### src/rtl/rxd_pkg.sv
`timescale 1ns/1ps
package rxd_pkg;
   localparam int DW         = 16;  // descriptor word width
   localparam int ST_EMPTY   = 15;  // engine owns descriptor
   localparam int ST_WRAP    = 13;  // last descriptor of ring
   localparam int ERR_W      = 6;   // error field in status[5:0]
   localparam int ERR_RX     = 0;
   localparam int ERR_LONG   = 1;

   typedef enum logic [1:0] {
      FLD_STATUS = 2'd0,
      FLD_LENGTH = 2'd1,
      FLD_BASE   = 2'd2,
      FLD_NONE   = 2'd3
   } fld_e;
endpackage

### src/rtl/rxd_desc_mem.sv
`timescale 1ns/1ps
module rxd_desc_mem #(
   parameter int NDESC = 8,
   parameter int IDX_W = 3
) (
   input  logic                  clk,
   input  logic                  rst_n,
   input  logic                  host_we,
   input  logic [IDX_W-1:0]      host_idx,
   input  rxd_pkg::fld_e         host_fld,
   input  logic [rxd_pkg::DW-1:0] host_wdata,
   output logic [rxd_pkg::DW-1:0] host_rdata,
   input  logic [IDX_W-1:0]      cur_idx,
   output logic                  cur_empty,
   output logic                  cur_wrap,
   output logic [rxd_pkg::DW-1:0] cur_base,
   input  logic                  upd_en,
   input  logic [IDX_W-1:0]      upd_idx,
   input  logic [rxd_pkg::ERR_W-1:0] upd_err,
   input  logic [rxd_pkg::DW-1:0] upd_len
);
   import rxd_pkg::*;

   localparam logic [DW-1:0] CLR_MASK = ~((DW'(1) << ST_EMPTY) | DW'({ERR_W{1'b1}}));

   logic [DW-1:0] stat_q [NDESC];
   logic [DW-1:0] len_q  [NDESC];
   logic [DW-1:0] base_q [NDESC];

   always_ff @(posedge clk) begin
      if (!rst_n) begin
         for (int d = 0; d < NDESC; d++) begin
            stat_q[d] <= '0;
            len_q[d]  <= '0;
            base_q[d] <= '0;
         end
      end else begin
         for (int d = 0; d < NDESC; d++) begin
            if (upd_en && upd_idx == IDX_W'(d)) begin
               stat_q[d] <= (stat_q[d] & CLR_MASK) | DW'(upd_err);
               len_q[d]  <= upd_len;
            end else if (host_we && host_idx == IDX_W'(d)) begin
               case (host_fld)
                  FLD_STATUS: stat_q[d] <= host_wdata;
                  FLD_LENGTH: len_q[d]  <= host_wdata;
                  FLD_BASE:   base_q[d] <= host_wdata;
                  default:    ;
               endcase
            end
         end
      end
   end

   always_comb begin
      host_rdata = '0;
      if (32'(host_idx) < NDESC) begin
         case (host_fld)
            FLD_STATUS: host_rdata = stat_q[host_idx];
            FLD_LENGTH: host_rdata = len_q[host_idx];
            FLD_BASE:   host_rdata = base_q[host_idx];
            default:    host_rdata = '0;
         endcase
      end
   end

   assign cur_empty = stat_q[cur_idx][ST_EMPTY];
   assign cur_wrap  = stat_q[cur_idx][ST_WRAP];
   assign cur_base  = base_q[cur_idx];


   upd_owned_chk: assert property (@(posedge clk) disable iff (!rst_n)
      upd_en |-> stat_q[upd_idx][ST_EMPTY]);

   upd_release_chk: assert property (@(posedge clk) disable iff (!rst_n)
      upd_en |=> !stat_q[$past(upd_idx)][ST_EMPTY]);
endmodule

### src/rtl/rxd_ring_ctrl.sv
`timescale 1ns/1ps
module rxd_ring_ctrl #(
   parameter int NDESC = 8,
   parameter int IDX_W = 3
) (
   input  logic             clk,
   input  logic             rst_n,
   input  logic             rx_valid,
   input  logic             rx_sof,
   input  logic             rx_eof,
   input  logic             cur_empty,
   input  logic             cur_wrap,
   input  logic             poll,
   output logic [IDX_W-1:0] cur_idx,
   output logic             start_ok,
   output logic             beat_on,
   output logic             finish
);
   logic             in_frame_q, stalled_q, stall_hit;
   logic [IDX_W-1:0] idx_q, idx_inc;

   assign start_ok  = rx_valid & rx_sof & ~in_frame_q & ~stalled_q & cur_empty;
   assign stall_hit = rx_valid & rx_sof & ~in_frame_q & ~stalled_q & ~cur_empty;
   assign beat_on   = rx_valid & (in_frame_q | start_ok);
   assign finish    = beat_on & rx_eof;
   assign cur_idx   = idx_q;

   generate
      if ((1 << IDX_W) == NDESC) begin : g_pow2
         assign idx_inc = idx_q + 1'b1;
      end else begin : g_cmp
         assign idx_inc = (idx_q == IDX_W'(NDESC - 1)) ? '0 : idx_q + 1'b1;
      end
   endgenerate

   always_ff @(posedge clk) begin
      if (!rst_n) begin
         in_frame_q <= 1'b0;
         stalled_q  <= 1'b0;
         idx_q      <= '0;
      end else begin
         if (finish)        in_frame_q <= 1'b0;
         else if (start_ok) in_frame_q <= 1'b1;
         if (poll)           stalled_q <= 1'b0;
         else if (stall_hit) stalled_q <= 1'b1;
         if (finish) idx_q <= cur_wrap ? '0 : idx_inc;
      end
   end


   wrap_return_chk: assert property (@(posedge clk) disable iff (!rst_n)
      (finish && cur_wrap) |=> (cur_idx == '0));

   idx_range_chk: assert property (@(posedge clk) disable iff (!rst_n)
      32'(cur_idx) < NDESC);

   poll_release_chk: assert property (@(posedge clk) disable iff (!rst_n)
      poll |=> !stalled_q);
endmodule

### src/rtl/rxd_byte_path.sv
`timescale 1ns/1ps
module rxd_byte_path #(
   parameter int ADDR_W    = 16,
   parameter int LEN_W     = 11,
   parameter int MAX_FRAME = 1518
) (
   input  logic                      clk,
   input  logic                      rst_n,
   input  logic                      start_ok,
   input  logic                      beat_on,
   input  logic [7:0]                rx_data,
   input  logic                      rx_err,
   input  logic [ADDR_W-1:0]         base,
   output logic                      buf_we,
   output logic [ADDR_W-1:0]         buf_addr,
   output logic [7:0]                buf_data,
   output logic [rxd_pkg::DW-1:0]    done_len,
   output logic [rxd_pkg::ERR_W-1:0] done_err
);
   import rxd_pkg::*;

   logic [LEN_W-1:0] count_q, offset, cnt_nxt;
   logic             long_q, err_q, long_nxt, err_nxt, room;

   assign offset   = start_ok ? '0 : count_q;
   assign room     = offset < LEN_W'(MAX_FRAME);
   assign cnt_nxt  = room ? offset + 1'b1 : offset;
   assign long_nxt = (~start_ok & long_q) | (beat_on & ~room);
   assign err_nxt  = (~start_ok & err_q) | (beat_on & rx_err);

   always_comb begin
      done_err           = '0;
      done_err[ERR_RX]   = err_nxt;
      done_err[ERR_LONG] = long_nxt;
   end
   assign done_len = DW'(cnt_nxt);

   always_ff @(posedge clk) begin
      if (!rst_n) begin
         count_q  <= '0;
         long_q   <= 1'b0;
         err_q    <= 1'b0;
         buf_we   <= 1'b0;
         buf_addr <= '0;
         buf_data <= '0;
      end else begin
         buf_we <= beat_on & room;
         if (beat_on) begin
            count_q  <= cnt_nxt;
            long_q   <= long_nxt;
            err_q    <= err_nxt;
            buf_addr <= base + ADDR_W'(offset);
            buf_data <= rx_data;
         end
      end
   end


   count_bound_chk: assert property (@(posedge clk) disable iff (!rst_n)
      32'(count_q) <= MAX_FRAME);
endmodule

### src/rtl/rxd_ring_engine.sv
`timescale 1ns/1ps
module rxd_ring_engine #(
   parameter int NDESC     = 8,
   parameter int ADDR_W    = 16,
   parameter int MAX_FRAME = 1518,
   parameter int BUF_BYTES = 1520,
   parameter int POLL_BIT  = 24,
   localparam int IDX_W    = $clog2(NDESC),
   localparam int HA_W     = IDX_W + 2,
   localparam int LEN_W    = $clog2(MAX_FRAME + 1)
) (
   input  logic              clk,
   input  logic              rst_n,
   input  logic              rx_valid,
   input  logic              rx_sof,
   input  logic              rx_eof,
   input  logic              rx_err,
   input  logic [7:0]        rx_data,
   input  logic              host_we,
   input  logic [HA_W-1:0]   host_addr,
   input  logic [15:0]       host_wdata,
   output logic [15:0]       host_rdata,
   input  logic              poll_we,
   input  logic [31:0]       poll_wdata,
   output logic              buf_we,
   output logic [ADDR_W-1:0] buf_addr,
   output logic [7:0]        buf_data
);
   import rxd_pkg::*;

   generate
      if (NDESC < 2) begin : g_bad_ndesc
         $error("NDESC must be at least 2");
      end
      if (MAX_FRAME > BUF_BYTES) begin : g_bad_frame
         $error("MAX_FRAME must fit in BUF_BYTES");
      end
      if (ADDR_W > DW) begin : g_bad_addr
         $error("ADDR_W must fit in a descriptor word");
      end
      if (POLL_BIT > 31) begin : g_bad_poll
         $error("POLL_BIT must lie in the poll word");
      end
   endgenerate

   logic             poll, cur_empty, cur_wrap, start_ok, beat_on, finish;
   logic [IDX_W-1:0] cur_idx;
   logic [DW-1:0]    cur_base, done_len;
   logic [ERR_W-1:0] done_err;

   assign poll = poll_we & poll_wdata[POLL_BIT];

   rxd_ring_ctrl #(.NDESC(NDESC), .IDX_W(IDX_W)) u_ctrl (
      .clk(clk), .rst_n(rst_n), .rx_valid(rx_valid), .rx_sof(rx_sof),
      .rx_eof(rx_eof), .cur_empty(cur_empty), .cur_wrap(cur_wrap),
      .poll(poll), .cur_idx(cur_idx), .start_ok(start_ok),
      .beat_on(beat_on), .finish(finish)
   );

   rxd_byte_path #(.ADDR_W(ADDR_W), .LEN_W(LEN_W), .MAX_FRAME(MAX_FRAME)) u_path (
      .clk(clk), .rst_n(rst_n), .start_ok(start_ok), .beat_on(beat_on),
      .rx_data(rx_data), .rx_err(rx_err), .base(cur_base[ADDR_W-1:0]),
      .buf_we(buf_we), .buf_addr(buf_addr), .buf_data(buf_data),
      .done_len(done_len), .done_err(done_err)
   );

   rxd_desc_mem #(.NDESC(NDESC), .IDX_W(IDX_W)) u_mem (
      .clk(clk), .rst_n(rst_n), .host_we(host_we),
      .host_idx(host_addr[HA_W-1:2]), .host_fld(fld_e'(host_addr[1:0])),
      .host_wdata(host_wdata), .host_rdata(host_rdata),
      .cur_idx(cur_idx), .cur_empty(cur_empty), .cur_wrap(cur_wrap),
      .cur_base(cur_base), .upd_en(finish), .upd_idx(cur_idx),
      .upd_err(done_err), .upd_len(done_len)
   );
endmodule

### config.mk
export PLATFORM = sky130hd
export DESIGN_NAME = rxd_ring_engine
export DESIGN_NICKNAME = d
export VERILOG_FILES = /design/src/rtl/rxd_pkg.sv /design/src/rtl/rxd_desc_mem.sv /design/src/rtl/rxd_ring_ctrl.sv /design/src/rtl/rxd_byte_path.sv /design/src/rtl/rxd_ring_engine.sv
export SDC_FILE = /design/constraint.sdc
export NUM_CORES = 1
export LEC_CHECK = 0
export ABC_AREA = 0
export ABC_CLOCK_PERIOD_IN_PS = 5100
export BUFFER_PORTS_ARGS = -buffer_cell sky130_fd_sc_hd__buf_4
export CORE_UTILIZATION = 60
export DETAILED_ROUTE_END_ITERATION = 8
export HOLD_SLACK_MARGIN = 0.15
export PLACE_DENSITY = 0.83
export REMOVE_ABC_BUFFERS = 1
export SETUP_SLACK_MARGIN = 0.3
export SYNTH_ARGS = -nofsm -noshare
export SYNTH_HDL_FRONTEND = slang
export SYNTH_SLANG_ARGS = --single-unit
### constraint.sdc
create_clock -name clk -period 5.1 [get_ports clk]
set_input_delay 0.255 -clock clk [delete_from_list [all_inputs] [get_ports clk]]
set_output_delay 0.255 -clock clk [all_outputs]
set_load 0.02 [all_outputs]
; After elaboration in Yosys (flattened, before gate mapping)
; Memories as Yosys holds them, arrays and structs flattened. A register that Yosys moved wholly into a read port is not among the register bits.
; Index checks and enable logic that the tools add are counted.
[totals]
regBits = 43
ram_bits = 384
inputBits = 69
elab_cells = 295
mem_count = 3
[op_classes]
addsub = 3
order_cmp = 1
n_eq_ne = 16
muxes = 172
bitwise_logic = 70
n_reduce_logical = 21
[memory_table]
columns = name, depth, width, read_ports, rd_clocked_by_memory_dff, wr, line
row1 = u_mem.base_q, 8, 16, 2, 1, 8, rxd_desc_mem.sv:28  ; logic [DW-1:0] base_q [NDESC];
row2 = u_mem.len_q, 8, 16, 1, 0, 8, rxd_desc_mem.sv:27  ; logic [DW-1:0] len_q [NDESC];
row3 = u_mem.stat_q, 8, 16, 10, 1, 8, rxd_desc_mem.sv:26  ; logic [DW-1:0] stat_q [NDESC];
[ops]
columns = cell, n
row1 = 16-bit two-way mux, 40
row2 = 1-bit two-way mux, 124
row3 = 15-bit by 2-bit bitwise OR with 15-bit output, 8
row4 = 16-bit one-hot mux with 3 select lines, 1
row5 = 1-bit bitwise OR, 43
row6 = "3-bit equality test, second input constant", 8
row7 = 11-bit two-way mux, 2
row8 = 16-bit by 11-bit adder with 16-bit output, 1
row9 = 1-bit logical AND, 16
row10 = 3-bit two-way mux, 5
row11 = 1-bit bitwise AND, 13
row12 = "3-bit by 2-bit equality test with 1-bit output, second input constant", 4
row13 = "11-bit by 1-bit adder with 11-bit output, second input constant", 1
row14 = "11-bit < comparator, second input constant", 1
row15 = "3-bit by 1-bit equality test with 1-bit output, second input constant", 2
row16 = 3-bit logical NOT, 2
row17 = 1-bit NOT, 6
row18 = 2-bit OR reduction, 2
row19 = "3-bit by 1-bit adder with 3-bit output, second input constant", 1
row20 = "2-bit by 1-bit equality test with 1-bit output, second input constant", 1
row21 = "2-bit equality test, second input constant", 1
row22 = 2-bit logical NOT, 1

; Longest topological paths before layout
; Gate-level depths: netlist of run 1.
[logic_depth]
depth_word = 13
depth_mapped = 17
mapped_depth_nobuf = 14

; Hierarchy
; Synthesis of run 1 repeated with hierarchy kept, for this count alone.
[unflattened]
cells_unflattened = 1786
hier_area_um2 = 22701.8
[by_module_without_submodules]
columns = mod, n_inst, cells_each, area_each_um2, seq_area_each_um2
row1 = rxd_desc_mem, 1, 1404, 19643.8, 11531.1
row2 = rxd_byte_path, 1, 349, 2763.9, 760.7
row3 = rxd_ring_ctrl, 1, 32, 287.8, 100.1
row4 = rxd_ring_engine, 1, 1, 6.3, 0.0

; Least setup slack after synthesis of run 1
; Ideal clock, no wire load.
[synth_timing]
path_kind = flip-flop to flip-flop
from = register with a tool-made name
to = register u_path.buf_addr[12]
setup_ns = 0.131
arrival_ns = 4.378
required_ns = 4.969
slack_ns = 0.590
path_stages_with_launch = 17
n_path_buf = 4
synth_period_minus_slack_ns = 4.510
cell_sequence = dfxtp_1 buf_6 buf_8 buf_4 buf_1 mux4_2 mux2_2 ha_1 fa_1 a21oi_1 o21ai_0 a2111oi_0 a211o_1 a211o_2 o211ai_2 mux2i_1 o311ai_1
[synth_rtl]
columns = item, line
row1 = "end signal, assigned", rxd_byte_path.sv:52  ; buf_addr <= base + ADDR_W'(offset);
row2 = "end, declared", rxd_byte_path.sv:15  ; output logic [ADDR_W-1:0] buf_addr,

==> results.toml, run 1 <==
[clock_tree]
tritoncts.num_buffers = 45
cts_tree = "yes"
cts-root-buf = "sky130_fd_sc_hd__clkbuf_16"
clkTransAtPathRegs_ns = 0.06
postCtsSetupBuffers = 0
clkLatencyLatePin_ns = 0.57
tritoncts_num_sinks = 430
h-tree-depth = 2
clock_path_buffers = 3
post_cts.resized_instances = 0

[route]
route.detailed.wl_per_inst_um = 27.85
routed_via_density = 6.902
finalWirelength_um = 62380
firstDrtPassIters = 5
first_iter_violations = 2353
number_of_drc_violations_after_detailed_routing = 0
antenna_violating_nets_post_route = 0
total_via_count_in_the_routed_design = 15460

[synthesis]
leading_post_synthesis_cells_by_instance_count = "sky130_fd_sc_hd__edfxtp_1, sky130_fd_sc_hd__nor2_1, sky130_fd_sc_hd__nand2_1"
most_numerous_cell_in_the_yosys_netlist = "sky130_fd_sc_hd__edfxtp_1"
library_cell_with_the_largest_summed_area_after_synthesis = "sky130_fd_sc_hd__edfxtp_1"
area_share_of_the_largest_cell_type_after_synthesis_pct = 53.16
netlist_instances = 1692
synth.cell_area_sq_um = 21690
ys_async_sr_fraction_pct = 0
synth_edf_count = 384
post_syn_area_per_cell_sq_um = 12.82
synth-warning-count = 0
seq_total_area_yosys_pct = 57.40
postSynth.topFlopCell = "sky130_fd_sc_hd__edfxtp_1"
synthTopCellsByArea = "sky130_fd_sc_hd__edfxtp_1, sky130_fd_sc_hd__mux4_2, sky130_fd_sc_hd__dfxtp_1, sky130_fd_sc_hd__nor2_1, sky130_fd_sc_hd__and2_1"
ys_seq_elements = 430
synth.distinct_cells = 75

[floorplanning]
io-pin-count = 110
number_of_placement_rows = 69
floorplan.initialDensity_pct = 60.99
dieWidth_um = 192.1
core_area_sq_um = 35570
dieHeight_um = 192.1
design.die.area_sq_um = 36920

[grt]
wire_length_of_the_first_global_routing_pass_um = 91820
grt_pass1_vias = 15160
grt_max_degree = 57
grtUsageTotal_pct = 34.36
grt_overflow_total = 0
grt_antenna_before_repair = 0

[final_layout]
finish.utilization_pct = 67.96
final_net_count = 1826
final_layout_size_suffix_gt1_share_pct = 19.35
synthToLayoutAreaGrowth_pct = 11.44

[sta]
post-route-period-util_pct = 85.15
finalHoldViolCount = 0
rsz0062_at_grt = "no"
holdWs_ns = 0.1781
final-setup-viol-count = 0
worst_pin_slew_ns = 1.181
timing.fmax_mhz = 230.3
layout_min_cycle_time_ns = 4.342
skew_ns = 0.01986
setup_tns_ns = 0
timing_max_transition_violations_final = 0
slew_headroom_pct = 21.25

[power]
power_leakage_nw = 8.617
peakVddDrop_v = 0.0003151
total_power_mw = 8.060
cellPowerDensity_nw_per_um2 = 333.4

[worst_setup_path]
cp_peak_stage_delay_ns = 0.58
cp_max_fo = 20
worst_setup_path_start_kind = "flop"
worstPathCellList = "buf_4 -> mux4_2 -> mux2_2 -> ha_1 -> fa_1 -> a21oi_1 -> o21ai_0 -> a2111oi_0 -> a211o_1 -> a211o_2 -> o21ai_0 -> nand4b_1 -> o211ai_1"
cp_capture_type = "flop"
worst-endpoint-required_ns = 5.53
worstSetupPathType = "flop to flop"
worst_ep_arrival_time_ns = 4.77
crit_path_frequent_cell = "sky130_fd_sc_hd__o21ai_0"
regToRegEndpoint = "u_path.buf_addr[10]"
reg2reg_slack_ns = 0.76
critPathSlowestCell = "sky130_fd_sc_hd__mux4_2"
r2r.worst_path.cells = 13

[outcome]
result_of_the_run = "completed"

[placed_design]
place.gp.congestion = 0.9405
port-buffer-count = 78
hpwl_after_detailed_placement_um = 39080

[hold_path]
timing.hold.worst.class = "input port to flop"
holdPathStages = 2
whs_endpoint = "u_mem.stat_q[4][13]"
hold_path.startpoint = "host_wdata[13]"

[job]
max-cap-violations = 0
-- critical path, delay by kind of cell, from the launching register on --
family	cells	cell delay, ns
adder cells (fa/ha/maj)	2	0.70
AND/OR/NAND/NOR	1	0.16
AO/OA/AOI/OAI	7	1.62
multiplexers	2	0.88
buffers and inverters	1	0.40
flip-flops	1	0.42
-- flip-flops by register name, indices dropped and copies added, names as in the netlist, 3 cells and up, named ones only --
register,cells
u_mem.stat_q,128
u_path.buf_data,8
u_path.buf_addr,16
u_mem.len_q,128
u_path.count_q,11
u_mem.base_q,128
u_ctrl.cur_idx,3
-- power breakdown --
| part | switching, mW | internal [mW] | leakage [nW] |
|---|---|---|---|
| Sequential | 0.0751 | 4.01 | 4.19 |
| Clock | 1.37 | 1.78 | 0.671 |
| Combinational | 0.509 | 0.313 | 3.75 |
-- per-stage QoR --
step | std cells | cell area [sq um] | worst slack [ns]
after CTS | 2239 | 24170 | 0.8310
after detailed placement | 2135 | 22580 | 0.8691
after floorplan | 1556 | 21090 | -0.1616
after global routing | 2239 | 24170 | 0.4818
final | 2240 | 24170 | 0.7576
after global placement | 2135 | 22580 | 0.9422
-- layer usage --
layer	share of wire [%]	vias to the layer above	global-route usage (%)
li1	-	6422	-
met1	34	7505	44.22
met2	47	1267	53.92
met3	13	266	8.642
met4	5.6	0	18.29
met5	0	-	0
-- cell usage in the layout, fill, tap and decap left out, types with 3 or more instances in the layout --
cell	netlist	final
sky130_fd_sc_hd__nor2_1	205	205
sky130_fd_sc_hd__inv_1	35	34
sky130_fd_sc_hd__a41oi_1	4	4
sky130_fd_sc_hd__mux4_2	120	120
sky130_fd_sc_hd__edfxtp_1	384	384
sky130_fd_sc_hd__xor2_1	4	4
sky130_fd_sc_hd__clkinv_1	0	6
sky130_fd_sc_hd__clkinv_2	0	7
sky130_fd_sc_hd__a211oi_1	31	31
sky130_fd_sc_hd__buf_4	5	117
sky130_fd_sc_hd__nand3b_1	6	6
sky130_fd_sc_hd__clkbuf_1	89	16
sky130_fd_sc_hd__nand3_1	35	35
sky130_fd_sc_hd__or2_2	6	6
sky130_fd_sc_hd__nand2_1	170	170
sky130_fd_sc_hd__mux4_1	8	8
sky130_fd_sc_hd__a21oi_1	27	27
sky130_fd_sc_hd__clkbuf_16	0	46
sky130_fd_sc_hd__o211ai_1	6	6
sky130_fd_sc_hd__nand2b_1	11	11
sky130_fd_sc_hd__o22a_1	17	17
sky130_fd_sc_hd__dfxtp_1	46	45
sky130_fd_sc_hd__a31oi_1	7	7
sky130_fd_sc_hd__o31ai_1	3	3
sky130_fd_sc_hd__o21a_1	4	4
sky130_fd_sc_hd__nor3_1	10	10
sky130_fd_sc_hd__mux2_2	18	18
sky130_fd_sc_hd__xnor2_1	14	14
sky130_fd_sc_hd__nand4_1	8	8
sky130_fd_sc_hd__mux2i_1	57	57
sky130_fd_sc_hd__and3_1	31	31
sky130_fd_sc_hd__dlygate4sd3_1	0	21
sky130_fd_sc_hd__o21ai_0	107	103
sky130_fd_sc_hd__a21o_1	3	3
sky130_fd_sc_hd__nor2b_1	6	6
sky130_fd_sc_hd__o21ai_2	0	3
sky130_fd_sc_hd__ha_1	14	14
sky130_fd_sc_hd__o22ai_1	4	4
sky130_fd_sc_hd__o21ai_1	4	5
sky130_fd_sc_hd__and2_1	107	107
-- worst max path at each step --
stage               start             endpoint  slack (ns)
floorplan            flop    u_mem.len_q[3][0]       -0.16
global placement     flop  u_path.buf_addr[12]        0.94
detailed placement   flop  u_path.buf_addr[12]        0.87
CTS                  flop  u_path.buf_addr[10]        0.83
global route         flop  u_path.buf_addr[10]        0.48
finish               flop  u_path.buf_addr[10]        0.76
-- logic make-up after synthesis --
group | Yosys count | synth area share (%)
AOI/OAI and AO/OA | 241 | 7.100
buffers and inverters | 171 | 3.374
and+or+nand+nor | 609 | 13.13
xor gates and xnor gates | 20 | 0.8768
adders and majority gates | 15 | 0.8998
muxes | 206 | 17.21
DFF | 430 | 57.40
-- timing repair --
action	CTS	global route
endpoints found under the hold margin	71	0
endpoints found under the setup margin	0	0
hold buffers	21	0
-- layout make-up --
cell class              instances  area, sq um
flip-flops and latches        430        12450
fillers                      2424        11390
multi-input cells            1091         8527
clock buffers                  63         1225
repair buffers                139         1100
well taps                     461        576.8
clock inverters                20        158.9
inverters                      35        131.4
diodes                          1        2.502
(Power assumes the default switching activity.)
==> run 2: changes to the inputs <==
- CTS_BUF_LIST: not set -> sky130_fd_sc_hd__clkbuf_4
- TNS_END_PERCENT: not set -> 1
==> run 2 against run 1 <==
Compared with the run above: cell area is 0.78% higher; die area stayed put; largest power group unchanged; critical path depth is 1 higher; utilization is 0.53 points higher; critical path type unchanged; sequential share of layout area is 0.40 points lower; power is 2.9% lower; first-iteration DRC count is 3.9% lower; sequential cell count stayed put.
==> results.toml, run 2 (synthesized netlist as in run 1, its figures left out) <==
[outcome]
result_of_the_run = "completed"

[floorplanning]
number_of_placement_rows = 69
dieHeight_um = 192.1
io-pin-count = 110
design.die.area_sq_um = 36920
floorplan.initialDensity_pct = 60.99
dieWidth_um = 192.1
core_area_sq_um = 35570

[route]
finalWirelength_um = 62430
antenna_violating_nets_post_route = 0
route.detailed.wl_per_inst_um = 26.35
routed_via_density = 6.731
total_via_count_in_the_routed_design = 15950
number_of_drc_violations_after_detailed_routing = 0
first_iter_violations = 2261
firstDrtPassIters = 6

[power]
peakVddDrop_v = 0.0002459
cellPowerDensity_nw_per_um2 = 321.2
power_leakage_nw = 8.885

[clock_tree]
post_cts.resized_instances = 0
cts_tree = "yes"
tritoncts_num_sinks = 430
h-tree-depth = 3
clkLatencyLatePin_ns = 0.84
cts_hold_repair.buffers = 41
clkTransAtPathRegs_ns = 0.07
postCtsSetupBuffers = 0
clock_path_buffers = 3
cts-root-buf = "sky130_fd_sc_hd__clkbuf_4"
tritoncts.num_buffers = 108

[worst_setup_path]
cp_peak_stage_delay_ns = 0.55
critPathSlowestCell = "sky130_fd_sc_hd__dfxtp_1"
worstPathCellList = "nand2b_1 -> o22a_1 -> nand3_1 -> and2_1 -> ha_1 -> fa_1 -> a21oi_1 -> o21ai_0 -> a2111oi_0 -> a211o_1 -> a211o_2 -> o211ai_2 -> mux2i_1 -> o311ai_1"
cp_capture_type = "flop"
worst_ep_arrival_time_ns = 4.95
worstSetupPathType = "flop to flop"
critPathTopFamily = "compound AO/OA/AOI/OAI gates"
worst-endpoint-required_ns = 5.78
worst_setup_path_start_kind = "flop"
cp_max_fo = 9
worstPathBufferInverterCount = 0

[final_layout]
final_cell_mix = "sky130_fd_sc_hd__edfxtp_1, sky130_fd_sc_hd__nor2_1, sky130_fd_sc_hd__nand2_1"
final_layout_size_suffix_gt1_share_pct = 24.04
final_net_count = 1909
largest_registers = "u_mem.base_q x128, u_mem.len_q x128, u_mem.stat_q x128"
final_common_cell = "sky130_fd_sc_hd__edfxtp_1"
final_cells = 2369
synthToLayoutAreaGrowth_pct = 12.31

[sta]
final-setup-viol-count = 0
slew_headroom_pct = 18.51
layout_min_cycle_time_ns = 4.272
holdWs_ns = 0.2323
finalHoldViolCount = 0
rsz0062_at_grt = "no"
skew_ns = 0.03938
timing_max_transition_violations_final = 0
timing.fmax_mhz = 234.1
post-route-period-util_pct = 83.76
worst_pin_slew_ns = 1.222

[placed_design]
place.gp.congestion = 0.9405
placed_cells = 2135
port-buffer-count = 78
hpwl_after_detailed_placement_um = 39080

[grt]
grt_pass1_vias = 15810
grt_max_degree = 57
grt_overflow_total = 0
wire_length_of_the_first_global_routing_pass_um = 91800
grtUsageTotal_pct = 34.37
grt_antenna_before_repair = 2

[hold_path]
timing.hold.worst.class = "input port to flop"

[job]
max-cap-violations = 0
## run 2: cell count changes in the layout (fill, tap and decap cells not counted), moves of 3 or more
cell,change
sky130_fd_sc_hd__clkbuf_4,+162
sky130_fd_sc_hd__clkbuf_16,-46
sky130_fd_sc_hd__dlygate4sd3_1,+20
sky130_fd_sc_hd__clkbuf_1,-16
sky130_fd_sc_hd__clkinv_1,+9
sky130_fd_sc_hd__inv_2,+3
## run 2: area by class of cell
class,instances,area (sq um)
flip-flops and latches,430,12450
fillers,2413,11210
multi-input cells,1091,8527
repair buffers,159,1300
clock buffers,162,1216
well taps,461,576.8
clock inverters,28,150.1
inverters,35,131.4
diodes,3,7.507
## run 2: power by group
part | leakage [nW] | internal [mW] | switching [mW]
sequential | 4.19 | 4.01 | 0.0735
combinational | 3.86 | 0.321 | 0.510
clock | 0.832 | 1.50 | 1.42
total | 8.88 | 5.82 | 2.00
## run 2: through the flow
step | area, sq um | setup WS, ns | utilization (%) | TNS, ns | power [mW]
global placement | 22580 | 0.9422 | 63.48 | 0 | 4.900
global route | 24360 | 0.5329 | 68.48 | 0 | 8.045
finish | 24360 | 0.8285 | 68.49 | 0 | 7.824
CTS | 24350 | 0.8425 | 68.47 | 0 | 7.803
floorplan | 21090 | -0.1616 | - | -11.60 | 4.557
detailed placement | 22580 | 0.8691 | 63.48 | 0 | 4.935
## run 2: routing by layer
| layer | share of wire [%] | track usage, % | up-vias |
|---|---|---|---|
| li1 | - | - | 6652 |
| met1 | 34 | 43.38 | 7736 |
| met4 | 5.1 | 20.02 | 0 |
| met3 | 13 | 9.775 | 271 |
| met2 | 47 | 53.20 | 1286 |
| met5 | 0 | 0 | - |
## run 2: final timing paths
| check | start | to | slack (ns) | cells past startpoint |
|---|---|---|---|---|
| worst max-delay path | flop | u_path.buf_addr[12] | 0.83 | 14 |
| worst min-delay path | host_addr[0] | u_mem.stat_q[4][2] | 0.23 | 4 |
| worst max register to register | flop | u_path.buf_addr[12] | 0.83 | 14 |
| worst min register to register | u_path.buf_addr[3] | u_path.buf_addr[3] | 0.46 | 2 |
## run 2: worst min-delay path, delay by kind of cell
kind	cells	cell delay, ns
AND/OR/NAND/NOR	3	0.48
buffers and inverters	1	0.13
==> run 3: changes to the inputs <==
- ABC_CLOCK_PERIOD_IN_PS: 5100 -> 4300
- clock period: 5.1 -> 4.3 ns (I/O delays scaled with it)
==> run 3 against run 2 <==
Compared with the run above: critical path depth fell by 1; via count rose by 0.52%; global-route usage rose by 0.59 points; cell area rose by 1.2%; combinational power rose by 22%; worst hold slack got worse by 0.014 ns; non-clock buffer count rose by 18; clock skew rose by 0.026 ns; first-iteration DRC count rose by 5.6%; highest routed layer unchanged.
==> results.toml, run 3 (synthesized netlist as in run 1, its figures left out) <==
[placed_design]
port-buffer-count = 78
placed_cells = 2152
place.gp.congestion = 0.9772
post_placement_setup_slack_ns = 0.1294
hpwl_after_detailed_placement_um = 40070

[clock_tree]
clock_path_buffers = 3
clkTransAtPathRegs_ns = 0.07
cts_tree = "yes"
h-tree-depth = 3
postCtsSetupBuffers = 0
clkLatencyLatePin_ns = 0.83
tritoncts.num_buffers = 109
cts-root-buf = "sky130_fd_sc_hd__clkbuf_4"
tritoncts_num_sinks = 430

[sta]
timing.fmax_mhz = 257.7
worst_pin_slew_ns = 1.108
finalHoldViolCount = 0
timing_max_transition_violations_final = 0
post-route-period-util_pct = 90.25
final-setup-viol-count = 0
skew_ns = 0.06513
slew_headroom_pct = 26.14
rsz0062_at_grt = "yes"
holdWs_ns = 0.2185
setup_slack_ns = 0.4194
layout_min_cycle_time_ns = 3.881

[power]
cellPowerDensity_nw_per_um2 = 387.2
total_power_mw = 9.544
power_leakage_nw = 9.026
peakVddDrop_v = 0.0002969

[hold_path]
timing.hold.worst.class = "input port to flop"
hold_path.startpoint = "host_we"
holdPathStages = 4
whs_endpoint = "u_mem.len_q[5][0]"

[final_layout]
synthToLayoutAreaGrowth_pct = 13.62
final_cell_mix = "sky130_fd_sc_hd__edfxtp_1, sky130_fd_sc_hd__nor2_1, sky130_fd_sc_hd__nand2_1"
finish.utilization_pct = 69.29
final_common_cell = "sky130_fd_sc_hd__edfxtp_1"
final_net_count = 1928
largest_registers = "u_mem.base_q x128, u_mem.len_q x128, u_mem.stat_q x128"
final_cells = 2389
final_layout_size_suffix_gt1_share_pct = 25.12

[worst_setup_path]
critPathSlowestCell = "sky130_fd_sc_hd__mux4_2"
r2r.worst_path.cells = 13
cp_capture_type = "flop"
worst-endpoint-required_ns = 4.98
reg2reg_slack_ns = 0.42
cp_peak_stage_delay_ns = 0.52
worstSetupPathType = "flop to flop"
critPathTopFamily = "compound AO/OA/AOI/OAI gates"
worst_setup_path_start_kind = "flop"
worst_ep_arrival_time_ns = 4.56
worstPathBufferInverterCount = 2
cp_max_fo = 13
worstPathCellList = "buf_4 -> buf_8 -> mux4_2 -> mux2_2 -> ha_1 -> a21oi_2 -> o41ai_1 -> a31oi_1 -> a211o_1 -> a211o_2 -> o211ai_2 -> mux2i_1 -> o311ai_1"
regToRegEndpoint = "u_path.buf_addr[12]"

[floorplanning]
io-pin-count = 110
number_of_placement_rows = 69
design.die.area_sq_um = 36920
dieWidth_um = 192.1
floorplan.initialDensity_pct = 60.99
dieHeight_um = 192.1
core_area_sq_um = 35570

[route]
antenna_violating_nets_post_route = 0
first_iter_violations = 2387
finalWirelength_um = 63670
route.detailed.wl_per_inst_um = 26.65
routed_via_density = 6.709
total_via_count_in_the_routed_design = 16030
firstDrtPassIters = 6
number_of_drc_violations_after_detailed_routing = 0

[grt]
grtUsageTotal_pct = 34.95
grt_antenna_before_repair = 1
wire_length_of_the_first_global_routing_pass_um = 93520
grt_max_degree = 61
grt_pass1_vias = 15960
grt_overflow_total = 0

[job]
max-cap-violations = 0

[outcome]
result_of_the_run = "completed"
## run 3: routing by layer
metal	global-route usage, %	wire length [um]	up-vias
li1	-	-	6696
met1	44.81	21990	7776
met2	54.19	29990	1288
met3	8.789	8258	268
met4	20.44	3435	0
met5	0	0	-
## run 3: repair_timing
| item | 4_1_cts | 5_1_grt |
|---|---|---|
| cloned | 0 | 0 |
| pin swaps | 0 | 0 |
| hold endpoints to repair | 345 | 0 |
| hold buffers | 42 | 0 |
| gates resized for setup | 6 | 7 |
| endpoints found under the setup margin | 6 | 8 |
## run 3: power by group
group	switching, mW	total (mW)	internal (mW)
Sequential	0.0898	4.84	4.75
Clock	1.71	3.69	1.99
Combinational	0.620	1.01	0.390
Total	2.42	9.54	7.13
## run 3: tightest hold or removal path, cell delays in order
cell	delay (ns)
sky130_fd_sc_hd__buf_4	0.15
sky130_fd_sc_hd__nand3_1	0.13
sky130_fd_sc_hd__o211ai_1	0.09
sky130_fd_sc_hd__buf_4	0.23
## run 3: cell type report
| class | instances | area, sq um |
|---|---|---|
| sequential | 430 | 12460 |
| clock inverter | 28 | 216.5 |
| multi-input combinational | 1091 | 8561 |
| timing repair buffer | 177 | 1458 |
| inverter | 35 | 131.4 |
| tap | 461 | 576.8 |
| clock buffer | 166 | 1246 |
| fill | 2426 | 10920 |
| antenna | 1 | 2.502 |
## run 3: how the worst max path moves through the flow
| stage | startpoint | endpoint | depth (start not counted) |
|---|---|---|---|
| after CTS | flop | u_path.buf_addr[12] | 13 |
| after floorplan | flop | u_mem.len_q[3][0] | 7 |
| after global placement | flop | u_path.buf_addr[12] | 13 |
| after detailed placement | flop | u_path.buf_addr[12] | 14 |
| after global routing | flop | u_path.buf_addr[12] | 13 |
| final | flop | u_path.buf_addr[12] | 13 |
## run 3: through the flow
step	area (sq um)	setup TNS (ns)
floorplan	21090	-273.03
global placement	22720	0
detailed placement	22720	0
CTS	24620	0
global route	24650	0
finish	24650	0
